--- config.mk ---
export PLATFORM = sky130hd
export DESIGN_NAME = chs_geometry
export DESIGN_NICKNAME = d
export VERILOG_FILES = /design/src/rtl/chs_geom_pkg.sv /design/src/rtl/chs_divider.sv /design/src/rtl/chs_clamp.sv /design/src/rtl/chs_geometry.sv
export SDC_FILE = /design/constraint.sdc
export NUM_CORES = 1
export LEC_CHECK = 0
export BUFFER_PORTS_ARGS = -buffer_cell sky130_fd_sc_hd__buf_4
export CAP_MARGIN = 0
export CORE_UTILIZATION = 47
export DETAILED_ROUTE_END_ITERATION = 10
export PLACE_DENSITY = 0.67
export SLEW_MARGIN = 40
export SYNTH_ARGS = -nofsm -noshare
export SYNTH_HDL_FRONTEND = slang
export SYNTH_SLANG_ARGS = --single-unit
export TNS_END_PERCENT = 5
--- constraint.sdc ---
create_clock -name clk -period 5.33 [get_ports clk]
set_input_delay 1.3325 -clock clk [delete_from_list [all_inputs] [get_ports clk]]
set_output_delay 1.3325 -clock clk [all_outputs]
set_load 0.1 [all_outputs]
--- src/rtl/chs_geom_pkg.sv ---
// Shared types for the geometry calculator.
package chs_geom_pkg;
    typedef enum logic [1:0] {
        ST_IDLE  = 2'd0,
        ST_DIV_H = 2'd1,
        ST_DIV_C = 2'd2
    } calc_state_t;
endpackage

--- src/rtl/chs_divider.sv ---
// Restoring unsigned divider: one quotient bit per cycle, W cycles per divide.
// Assumes the divisor is nonzero when go is asserted; fin pulses one cycle
// after the last iteration, with quot valid from then until the next go.
module chs_divider #(
    parameter int W = 32
) (
    input  logic         clk,
    input  logic         rst_n,
    input  logic         go,
    input  logic [W-1:0] dividend,
    input  logic [W-1:0] divisor,
    output logic [W-1:0] quot,
    output logic         fin
);
    localparam int CW = $clog2(W + 1);

    logic [W:0]    rem_q;
    logic [W-1:0]  qreg_q;
    logic [W-1:0]  den_q;
    logic [CW-1:0] cnt_q;
    logic [W:0]    shifted;
    logic          take;
    logic [W:0]    rem_next;

    // Trial subtraction for the current quotient bit.
    always_comb begin
        shifted  = {rem_q[W-1:0], qreg_q[W-1]};
        take     = (shifted >= {1'b0, den_q});
        rem_next = take ? (shifted - {1'b0, den_q}) : shifted;
    end

    // Load operands on go, then shift one bit per cycle until the count runs out.
    always_ff @(posedge clk) begin
        if (!rst_n) begin
            rem_q  <= '0;
            qreg_q <= '0;
            den_q  <= '0;
            cnt_q  <= '0;
            fin    <= 1'b0;
        end else begin
            fin <= 1'b0;
            if (go) begin
                rem_q  <= '0;
                qreg_q <= dividend;
                den_q  <= divisor;
                cnt_q  <= CW'(W);
            end else if (cnt_q != '0) begin
                rem_q  <= rem_next;
                qreg_q <= {qreg_q[W-2:0], take};
                cnt_q  <= cnt_q - 1'b1;
                if (cnt_q == CW'(1))
                    fin <= 1'b1;
            end
        end
    end

    assign quot = qreg_q;

    // a division is never started with a zero divisor.
    assert_nonzero_divisor_R5: assert property (@(posedge clk) disable iff (!rst_n)
        go |-> (divisor != '0));

    // the remainder stays below the divisor while iterating.
    assert_rem_bound_R4: assert property (@(posedge clk) disable iff (!rst_n)
        (cnt_q != '0) |-> (rem_q < {1'b0, den_q}));
endmodule

--- src/rtl/chs_clamp.sv ---
// Threshold logic: detects empty and oversized drives, picks sectors-per-track
// from the capacity, and clamps a quotient into a head count.
// Purely combinational; assumes the product of the limits fits in CAP_W bits.
module chs_clamp #(
    parameter int CAP_W     = 32,
    parameter int HEAD_W    = 8,
    parameter int SPT_W     = 8,
    parameter int MAX_CYL   = 16383,
    parameter int MAX_HEADS = 16,
    parameter int MAX_SPT   = 63
) (
    input  logic [CAP_W-1:0]  cap,
    input  logic [CAP_W-1:0]  quot,
    output logic              is_zero,
    output logic              is_big,
    output logic [SPT_W-1:0]  spt_sel,
    output logic [HEAD_W-1:0] heads_sel
);
    localparam logic [CAP_W-1:0] BIG_CAP  = CAP_W'(MAX_CYL * MAX_HEADS * MAX_SPT);
    localparam logic [CAP_W-1:0] SPT_CAP  = CAP_W'(MAX_SPT);
    localparam logic [CAP_W-1:0] HEAD_CAP = CAP_W'(MAX_HEADS);

    // Classify the capacity and clamp the sector and head fields.
    always_comb begin
        is_zero   = (cap == '0);
        is_big    = (cap >= BIG_CAP);
        spt_sel   = (cap >= SPT_CAP) ? SPT_W'(MAX_SPT) : cap[SPT_W-1:0];
        heads_sel = (quot >= HEAD_CAP) ? HEAD_W'(MAX_HEADS) : quot[HEAD_W-1:0];
    end
endmodule

--- src/rtl/chs_geometry.sv ---
// Geometry calculator top: accepts a capacity on start_i when idle. It
// answers zero and clamped capacities directly; otherwise it runs a heads
// division and then a cylinder division on one shared divider.
// Assumes the limits below make the clamp threshold fit in CAP_W bits.
module chs_geometry
    import chs_geom_pkg::*;
#(
    parameter int CAP_W     = 32,
    parameter int CYL_W     = 16,
    parameter int HEAD_W    = 8,
    parameter int SPT_W     = 8,
    parameter int MAX_CYL   = 16383,
    parameter int MAX_HEADS = 16,
    parameter int MAX_SPT   = 63
) (
    input  logic              clk,
    input  logic              rst_n,
    input  logic              start_i,
    input  logic [CAP_W-1:0]  capacity_i,
    output logic [CYL_W-1:0]  cyl_o,
    output logic [HEAD_W-1:0] heads_o,
    output logic [SPT_W-1:0]  spt_o,
    output logic              done_o
);
    calc_state_t       state_q;
    logic [CAP_W-1:0]  cap_q;
    logic [SPT_W-1:0]  spt_q;
    logic [HEAD_W-1:0] heads_q;
    logic              div_go;
    logic [CAP_W-1:0]  div_den;
    logic [CAP_W-1:0]  div_quot;
    logic              div_fin;
    logic              is_zero, is_big;
    logic [SPT_W-1:0]  spt_sel;
    logic [HEAD_W-1:0] heads_sel;

    chs_clamp #(
        .CAP_W(CAP_W), .HEAD_W(HEAD_W), .SPT_W(SPT_W),
        .MAX_CYL(MAX_CYL), .MAX_HEADS(MAX_HEADS), .MAX_SPT(MAX_SPT)
    ) clamp_i (
        .cap(capacity_i), .quot(div_quot),
        .is_zero(is_zero), .is_big(is_big),
        .spt_sel(spt_sel), .heads_sel(heads_sel)
    );

    chs_divider #(.W(CAP_W)) div_i (
        .clk(clk), .rst_n(rst_n), .go(div_go),
        .dividend(cap_q), .divisor(div_den),
        .quot(div_quot), .fin(div_fin)
    );

    // Sequence the calculation and publish the result with a done pulse.
    always_ff @(posedge clk) begin
        if (!rst_n) begin
            state_q <= ST_IDLE;
            cap_q   <= '0;
            spt_q   <= '0;
            heads_q <= '0;
            div_go  <= 1'b0;
            div_den <= '0;
            cyl_o   <= '0;
            heads_o <= '0;
            spt_o   <= '0;
            done_o  <= 1'b0;
        end else begin
            div_go <= 1'b0;
            done_o <= 1'b0;
            case (state_q)
                ST_IDLE: begin
                    if (start_i) begin
                        cap_q <= capacity_i;
                        if (is_zero) begin
                            cyl_o   <= '0;
                            heads_o <= '0;
                            spt_o   <= '0;
                            done_o  <= 1'b1;
                        end else if (is_big) begin
                            cyl_o   <= CYL_W'(MAX_CYL);
                            heads_o <= HEAD_W'(MAX_HEADS);
                            spt_o   <= SPT_W'(MAX_SPT);
                            done_o  <= 1'b1;
                        end else begin
                            spt_q   <= spt_sel;
                            div_den <= CAP_W'(spt_sel);
                            div_go  <= 1'b1;
                            state_q <= ST_DIV_H;
                        end
                    end
                end
                ST_DIV_H: begin
                    if (div_fin) begin
                        heads_q <= heads_sel;
                        div_den <= CAP_W'(heads_sel) * CAP_W'(spt_q);
                        div_go  <= 1'b1;
                        state_q <= ST_DIV_C;
                    end
                end
                ST_DIV_C: begin
                    if (div_fin) begin
                        cyl_o   <= div_quot[CYL_W-1:0];
                        heads_o <= heads_q;
                        spt_o   <= spt_q;
                        done_o  <= 1'b1;
                        state_q <= ST_IDLE;
                    end
                end
                default: state_q <= ST_IDLE;
            endcase
        end
    end

    // done lasts one cycle.
    assert_done_pulse_R6: assert property (@(posedge clk) disable iff (!rst_n)
        done_o |=> !done_o);

    // outputs move only together with done.
    assert_hold_cyl_R8: assert property (@(posedge clk) disable iff (!rst_n)
        !done_o |-> $stable(cyl_o));
    assert_hold_heads_R8: assert property (@(posedge clk) disable iff (!rst_n)
        !done_o |-> $stable(heads_o));
    assert_hold_spt_R8: assert property (@(posedge clk) disable iff (!rst_n)
        !done_o |-> $stable(spt_o));

    // published fields never exceed their limits.
    assert_spt_range_R2: assert property (@(posedge clk) disable iff (!rst_n)
        done_o |-> (spt_o <= SPT_W'(MAX_SPT)));
    assert_heads_range_R3: assert property (@(posedge clk) disable iff (!rst_n)
        done_o |-> (heads_o <= HEAD_W'(MAX_HEADS)));

    // the cylinder quotient fits its field and the limit.
    assert_no_overflow_R4: assert property (@(posedge clk) disable iff (!rst_n)
        (state_q == ST_DIV_C && div_fin) |->
            (div_quot[CAP_W-1:CYL_W] == '0 && div_quot[CYL_W-1:0] <= CYL_W'(MAX_CYL)));

    // an empty drive answers zeros in the next cycle.
    assert_zero_cap_R5: assert property (@(posedge clk) disable iff (!rst_n)
        (state_q == ST_IDLE && start_i && capacity_i == '0) |=>
            (done_o && cyl_o == '0 && heads_o == '0 && spt_o == '0));

    // an oversized drive answers the clamped geometry in the next cycle.
    assert_big_cap_R1: assert property (@(posedge clk) disable iff (!rst_n)
        (state_q == ST_IDLE && start_i && is_big) |=>
            (done_o && cyl_o == CYL_W'(MAX_CYL) && heads_o == HEAD_W'(MAX_HEADS)
             && spt_o == SPT_W'(MAX_SPT)));

    // a start during a calculation does not replace the captured capacity.
    assert_start_ignored_R7: assert property (@(posedge clk) disable iff (!rst_n)
        (state_q != ST_IDLE) |=> (cap_q == $past(cap_q)));
endmodule

==> out/results.ini, run 1 <==
[run_status]
status=completed

[yosys]
ys.warnings.count=0
synthesis.instances=1323
ys_types=61
asyncSetResetFlopFracSynth=0
synth_seq_cells=187
ys_seq_area_frac=0.358
synthFlopType=dfxtp_1
synth_edf_count=0
synth_top_area_frac=0.358
syn_avg_cell_area_um2=7.91
synth.cell_area_um2=10500
synth_area_leaders=dfxtp_1 (36%), nand2_1 (7.6%), a21oi_1 (7.6%), fa_1 (7.1%), ha_1 (6.6%)
synth_top_area_cell=dfxtp_1

[die]
start_util=0.479
core_area_um2=21800
ioPinCount=68
die_area_um2=22900
rows=54
die_h_um=151
chipWidth_um=151

[timing]
setup_viol=0
drv_slew=0
max_freq_ghz=0.195
fin_ws_ps=210
clock-skew-final_ps=24.3
fin_crit_ps=5120
hold_viol_final=0
min_period_over_period=0.961
tightestPinTransition_ps=683
relSlewSlack=0.540

[clock_network]
clk_latency_ps=440
cts_root_buf=clkbuf_16
cts_buffer_depth=2
clock_sinks=187
clkTransAtPathRegs_ps=90
cts_tree=built
h-tree-depth=4
cts_hold_buf=0
numCtsBuffers=17

[worst_hold_path]
min_path_type=reg -> reg

[placed_design]
port_buffers=67
dp.cells=1646
dp_slack_ps=-53.5
place_congestion=0.840
dpl.hpwl_um=17900

[pwr]
p_leak_nw=5.04
combPwrFrac=0.397
power.internal_mw=2.95
p_per_area_nw_per_um2=411
seq_power_share=0.343
ir_drop_uv=236
switching_share=0.408
p_clk_frac=0.260
fin_total_pwr_mw=4.98
p_sw_mw=2.03

[routing]
route.detailed.drc=0
drt-vias-per-instance=5.43
finalWirelength_um=25400
drtIter0Drc=548
dr.pass1.iters=6
route.vias.total=9127
wl_per_cell_um=15.1
postRouteAntennaNets=0

[layout]
layout_commonest_cell=nand2_1
synthToLayoutAreaGrowth_pct=15.9
nNetsFinal=1515
final_cell_mix=nand2_1 (210), dfxtp_1 (183), a21oi_1 (158)
fillCellCount=2033
num_antenna_cells=0
drive_gt1_frac=0.116
fin_cells=1681

[worst_setup_path]
worst_setup_path_start_kind=register
cp_max_fo=14
cp.required_ps=5650
r2r_slack_ps=210
crit_path_end_kind=register
critPathKind=reg -> reg
worstPathArrival_ps=5440

[global_route]
grt_max_degree=61
grt_pass1_vias=8453
grt_pass1_wl_um=42000
grt_antenna_before_repair=0
track_usage=0.232
grt-ovfl-total=0

[run]
max_cap_violations=0

==> cell usage after synthesis, types with 7 or more instances <==
| master | n |
|---|---|
| a211oi_1 | 25 |
| a21oi_1 | 158 |
| a311oi_1 | 8 |
| and3_1 | 30 |
| buf_1 | 8 |
| clkbuf_1 | 65 |
| dfxtp_1 | 187 |
| fa_1 | 37 |
| ha_1 | 55 |
| inv_1 | 75 |
| mux2i_1 | 19 |
| nand2_1 | 211 |
| nand3_1 | 57 |
| nand4_1 | 7 |
| nor2_1 | 126 |
| nor2b_1 | 19 |
| nor3_1 | 16 |
| nor4_1 | 21 |
| o211ai_1 | 7 |
| o21ai_0 | 74 |
| or3_1 | 8 |
| xnor2_1 | 17 |
| xor2_1 | 18 |
==> final timing paths <==
kind	start	to	cells after the start
worst max-delay path	div_i.quot[4]	div_den[14]	20
worst min-delay path	heads_o[1]	heads_o[1]	2
worst max register to register	div_i.quot[4]	div_den[14]	20
worst min register to register	heads_o[1]	heads_o[1]	2
==> critical path, cell delays in order, from the launching register on <==
cell     delay (ps)
dfxtp_1         340
nor4_1          330
nand4_1         130
nor2_1          110
buf_4           170
buf_12          130
and3_1          180
fa_1            440
fa_1            520
fa_1            550
inv_1            60
fa_1            520
inv_1            40
ha_1            230
buf_4           170
nor3_4          180
nor3_2           70
a41o_1          220
o41ai_2         330
xor2_1          170
o21ai_0          80
==> what timing repair did <==
item,CTS,global route
gates cloned,0,1
pin swaps,0,8
endpoints found under the hold margin,0,0
endpoints found under the setup margin,1,6
gates resized for setup,1,23
setup buffers,0,2
==> metrics by stage <==
stage                      util  TNS, ps  area, um2  hold WS [ps]
final                     0.555        0      12100           453
after global routing      0.555    -24.6      12100           470
after CTS                 0.549        0      12000           456
after detailed placement  0.521    -53.5      11400           443
after global placement    0.520        0      11300           440
after floorplan               -        0      10500           432
==> routing by layer <==
layer	routed length [um]	vias up	global-route usage
li1	-	4646	-
met1	12300	4282	0.318
met2	11800	168	0.375
met3	864	31	0.0337
met4	467	0	0.0670
met5	0	-	0
==> layout make-up <==
class	instances	area, um2	share of cell area
sequential	187	3750	0.309
multi-input combinational	1008	6350	0.524
timing repair buffer	98	778	0.0642
clock inverter	15	178	0.0147
tap	280	350	0.0289
clock buffer	17	425	0.0351
inverter	76	287	0.0236
==> state kept, by name, summed over array words and instances, names as in the netlist, 16 cells and up <==
| name | cells |
|---|---|
| div_i.quot | 32 |
| cap_q | 32 |
| div_i.rem_q | 32 |
| div_i.den_q | 16 |
| cyl_o | 16 |
| div_den | 16 |
==> kinds of logic after synthesis <==
logic type               Yosys count  share of synthesized area
AND/OR/NAND/NOR                  525                      0.230
AO/OA/AOI/OAI                    313                      0.173
flip-flops                       187                      0.358
buffers and inverters            150                     0.0539
adder cells (fa/ha/maj)           92                      0.137
XOR/XNOR                          35                     0.0293
multiplexers                      19                     0.0182
other                              2                   0.000718
==> power groups by stage <==
stage	clock network [mW]	registers (mW)	logic, mW
floorplan	0	1.79	1.46
global placement	0	1.73	1.90
detailed placement	0	1.73	1.94
CTS	1.32	1.70	1.95
global route	1.38	1.73	2.22
finish	1.29	1.71	1.98
No activity file was read; power rests on OpenSTA's default activity.
==> inputs of run 2 (changes only) <==
BUFFER_PORTS_ARGS = -buffer_cell sky130_fd_sc_hd__buf_2   (was -buffer_cell sky130_fd_sc_hd__buf_4)
CTS_CLUSTER_SIZE = 30   (was unset)
==> out/results.ini, run 2 (synthesis gave the netlist of run 1 again) <==
[layout]
final_cell_mix=nand2_1 (210), dfxtp_1 (180), a21oi_1 (158)
num_antenna_cells=0
nNetsFinal=1518
layout_commonest_cell=nand2_1
seq_area_um2=3750
fin_util=0.549
multi_input_area_um2=6350
drive_gt1_frac=0.119
synthToLayoutAreaGrowth_pct=14.6
fillCellCount=2036

[run]
max_cap_violations=0

[worst_setup_path]
crit_path_end_kind=register
r2r_slack_ps=240
r2r_end=div_den[14]
worstRegToRegCells=22
worstPathArrival_ps=5410
rr_startpoint=div_i.quot[6]
cp_max_fo=5
worst_setup_path_start_kind=register
cp.required_ps=5650
crit_path_end=div_den[14]
worstSetupStartpoint=div_i.quot[6]
critPathKind=reg -> reg

[die]
start_util=0.479
die_area_um2=22900
rows=54
core_area_um2=21800
die_h_um=151
chipWidth_um=151
ioPinCount=68

[timing]
max_freq_ghz=0.196
whs_ps=452
fin_crit_ps=5090
relSlewSlack=0.513
tightestPinTransition_ps=730
min_period_over_period=0.955
clock-skew-final_ps=25.1
drv_slew=0
final.setup.tns_ps=0
setup_viol=0
hold_viol_final=0

[pwr]
ir_drop_uv=242
fin_total_pwr_mw=5.05
p_per_area_nw_per_um2=421
p_leak_nw=5.02

[clock_network]
cts_tree=built
clock_sinks=187
cts_hold_buf=0
cts_root_buf=clkbuf_16
numCtsBuffers=17
cts_buffer_depth=2
clk_latency_ps=450
h-tree-depth=4
clkTransAtPathRegs_ps=90

[worst_hold_path]
hold_path_depth=2
min_path_type=reg -> reg

[global_route]
grt_max_degree=72
grt_pass1_vias=8408
grt-ovfl-total=0
grt_antenna_before_repair=1
track_usage=0.230
grt_pass1_wl_um=41700

[run_status]
status=completed

[routing]
postRouteAntennaNets=0
finalWirelength_um=25100
route.vias.total=9190
dr.pass1.iters=5
drt-vias-per-instance=5.46
wl_per_cell_um=14.9
route.detailed.drc=0
drtIter0Drc=654

[placed_design]
dpl.hpwl_um=17700
place_congestion=0.850
port_buffers=67

==> run 2: changes by cell type in the layout (fill, tap and decap cells not counted), moves of 2 or more <==
cell,delta
buf_2,+68
buf_4,-64
clkinv_8,+3
dfxtp_1,-3
and2_1,+2
and2_4,-2
buf_12,-2
buf_6,+2
dfxtp_2,+2
inv_8,-2
nor4_1,-2
==> run 2: worst min path at each step <==
stage / slack, ps / end / startpoint
floorplan: 430 / div_den[0] / div_den[0]
global placement: 440 / heads_o[1] / heads_o[1]
detailed placement: 440 / heads_o[3] / heads_o[3]
CTS: 450 / heads_o[3] / heads_o[3]
global route: 470 / cap_q[3] / cap_q[3]
finish: 450 / heads_o[3] / heads_o[3]
==> run 2: worst max-delay path, cell delays in order (launching register included) <==
cell	delay, ps
dfxtp_1	350
nor4_2	300
nand4_1	150
nor2_2	150
buf_4	140
buf_2	130
buf_4	130
and3_1	160
ha_1	170
fa_1	400
ha_1	290
inv_1	50
fa_1	540
inv_1	50
ha_1	280
a21o_1	190
a21o_1	220
a2111oi_2	400
nor3_2	90
a41o_1	210
o41ai_2	310
xor2_1	170
o21ai_0	80
==> run 2: final cells by class <==
| class | instances | share of cell area |
|---|---|---|
| clock buffer | 17 | 0.0355 |
| timing repair buffer | 101 | 0.0497 |
| inverter | 76 | 0.0239 |
| clock inverter | 15 | 0.0190 |
| multi-input combinational | 1008 | 0.530 |
| tap | 280 | 0.0292 |
| sequential | 187 | 0.313 |
==> run 2: stage by stage <==
step,worst slack [ps],std cells,area [um2]
3_3_place_gp,84.9,1644,11200
6_report,240,1684,12000
3_5_place_dp,-88.1,1644,11200
2_1_floorplan,197,1345,10500
5_1_grt,-90.0,1684,12000
4_1_cts,46.8,1676,11800
==> run 2: timing repair <==
action,in CTS,in global routing
pin swaps,0,10
resized for setup,4,24
setup endpoints to repair,1,5
buffers inserted,0,7
cloned,0,1
==> run 2: report_power, final <==
group / leakage, nW / internal, mW / total (mW) / switching, mW
combinational: 3.17 / 0.727 / 1.96 / 1.23
sequential: 1.53 / 1.56 / 1.71 / 0.155
clock: 0.314 / 0.702 / 1.38 / 0.679
==> run 2: routing by layer <==
metal  GRT usage  wire, um  vias up  part of all wire
met5           0         0        -                 0
met4      0.0760       606        0             0.024
met3      0.0413      1090       42             0.043
met2       0.374     11600      195              0.46
met1       0.307     11800     4297              0.47
li1            -         -     4656                 -
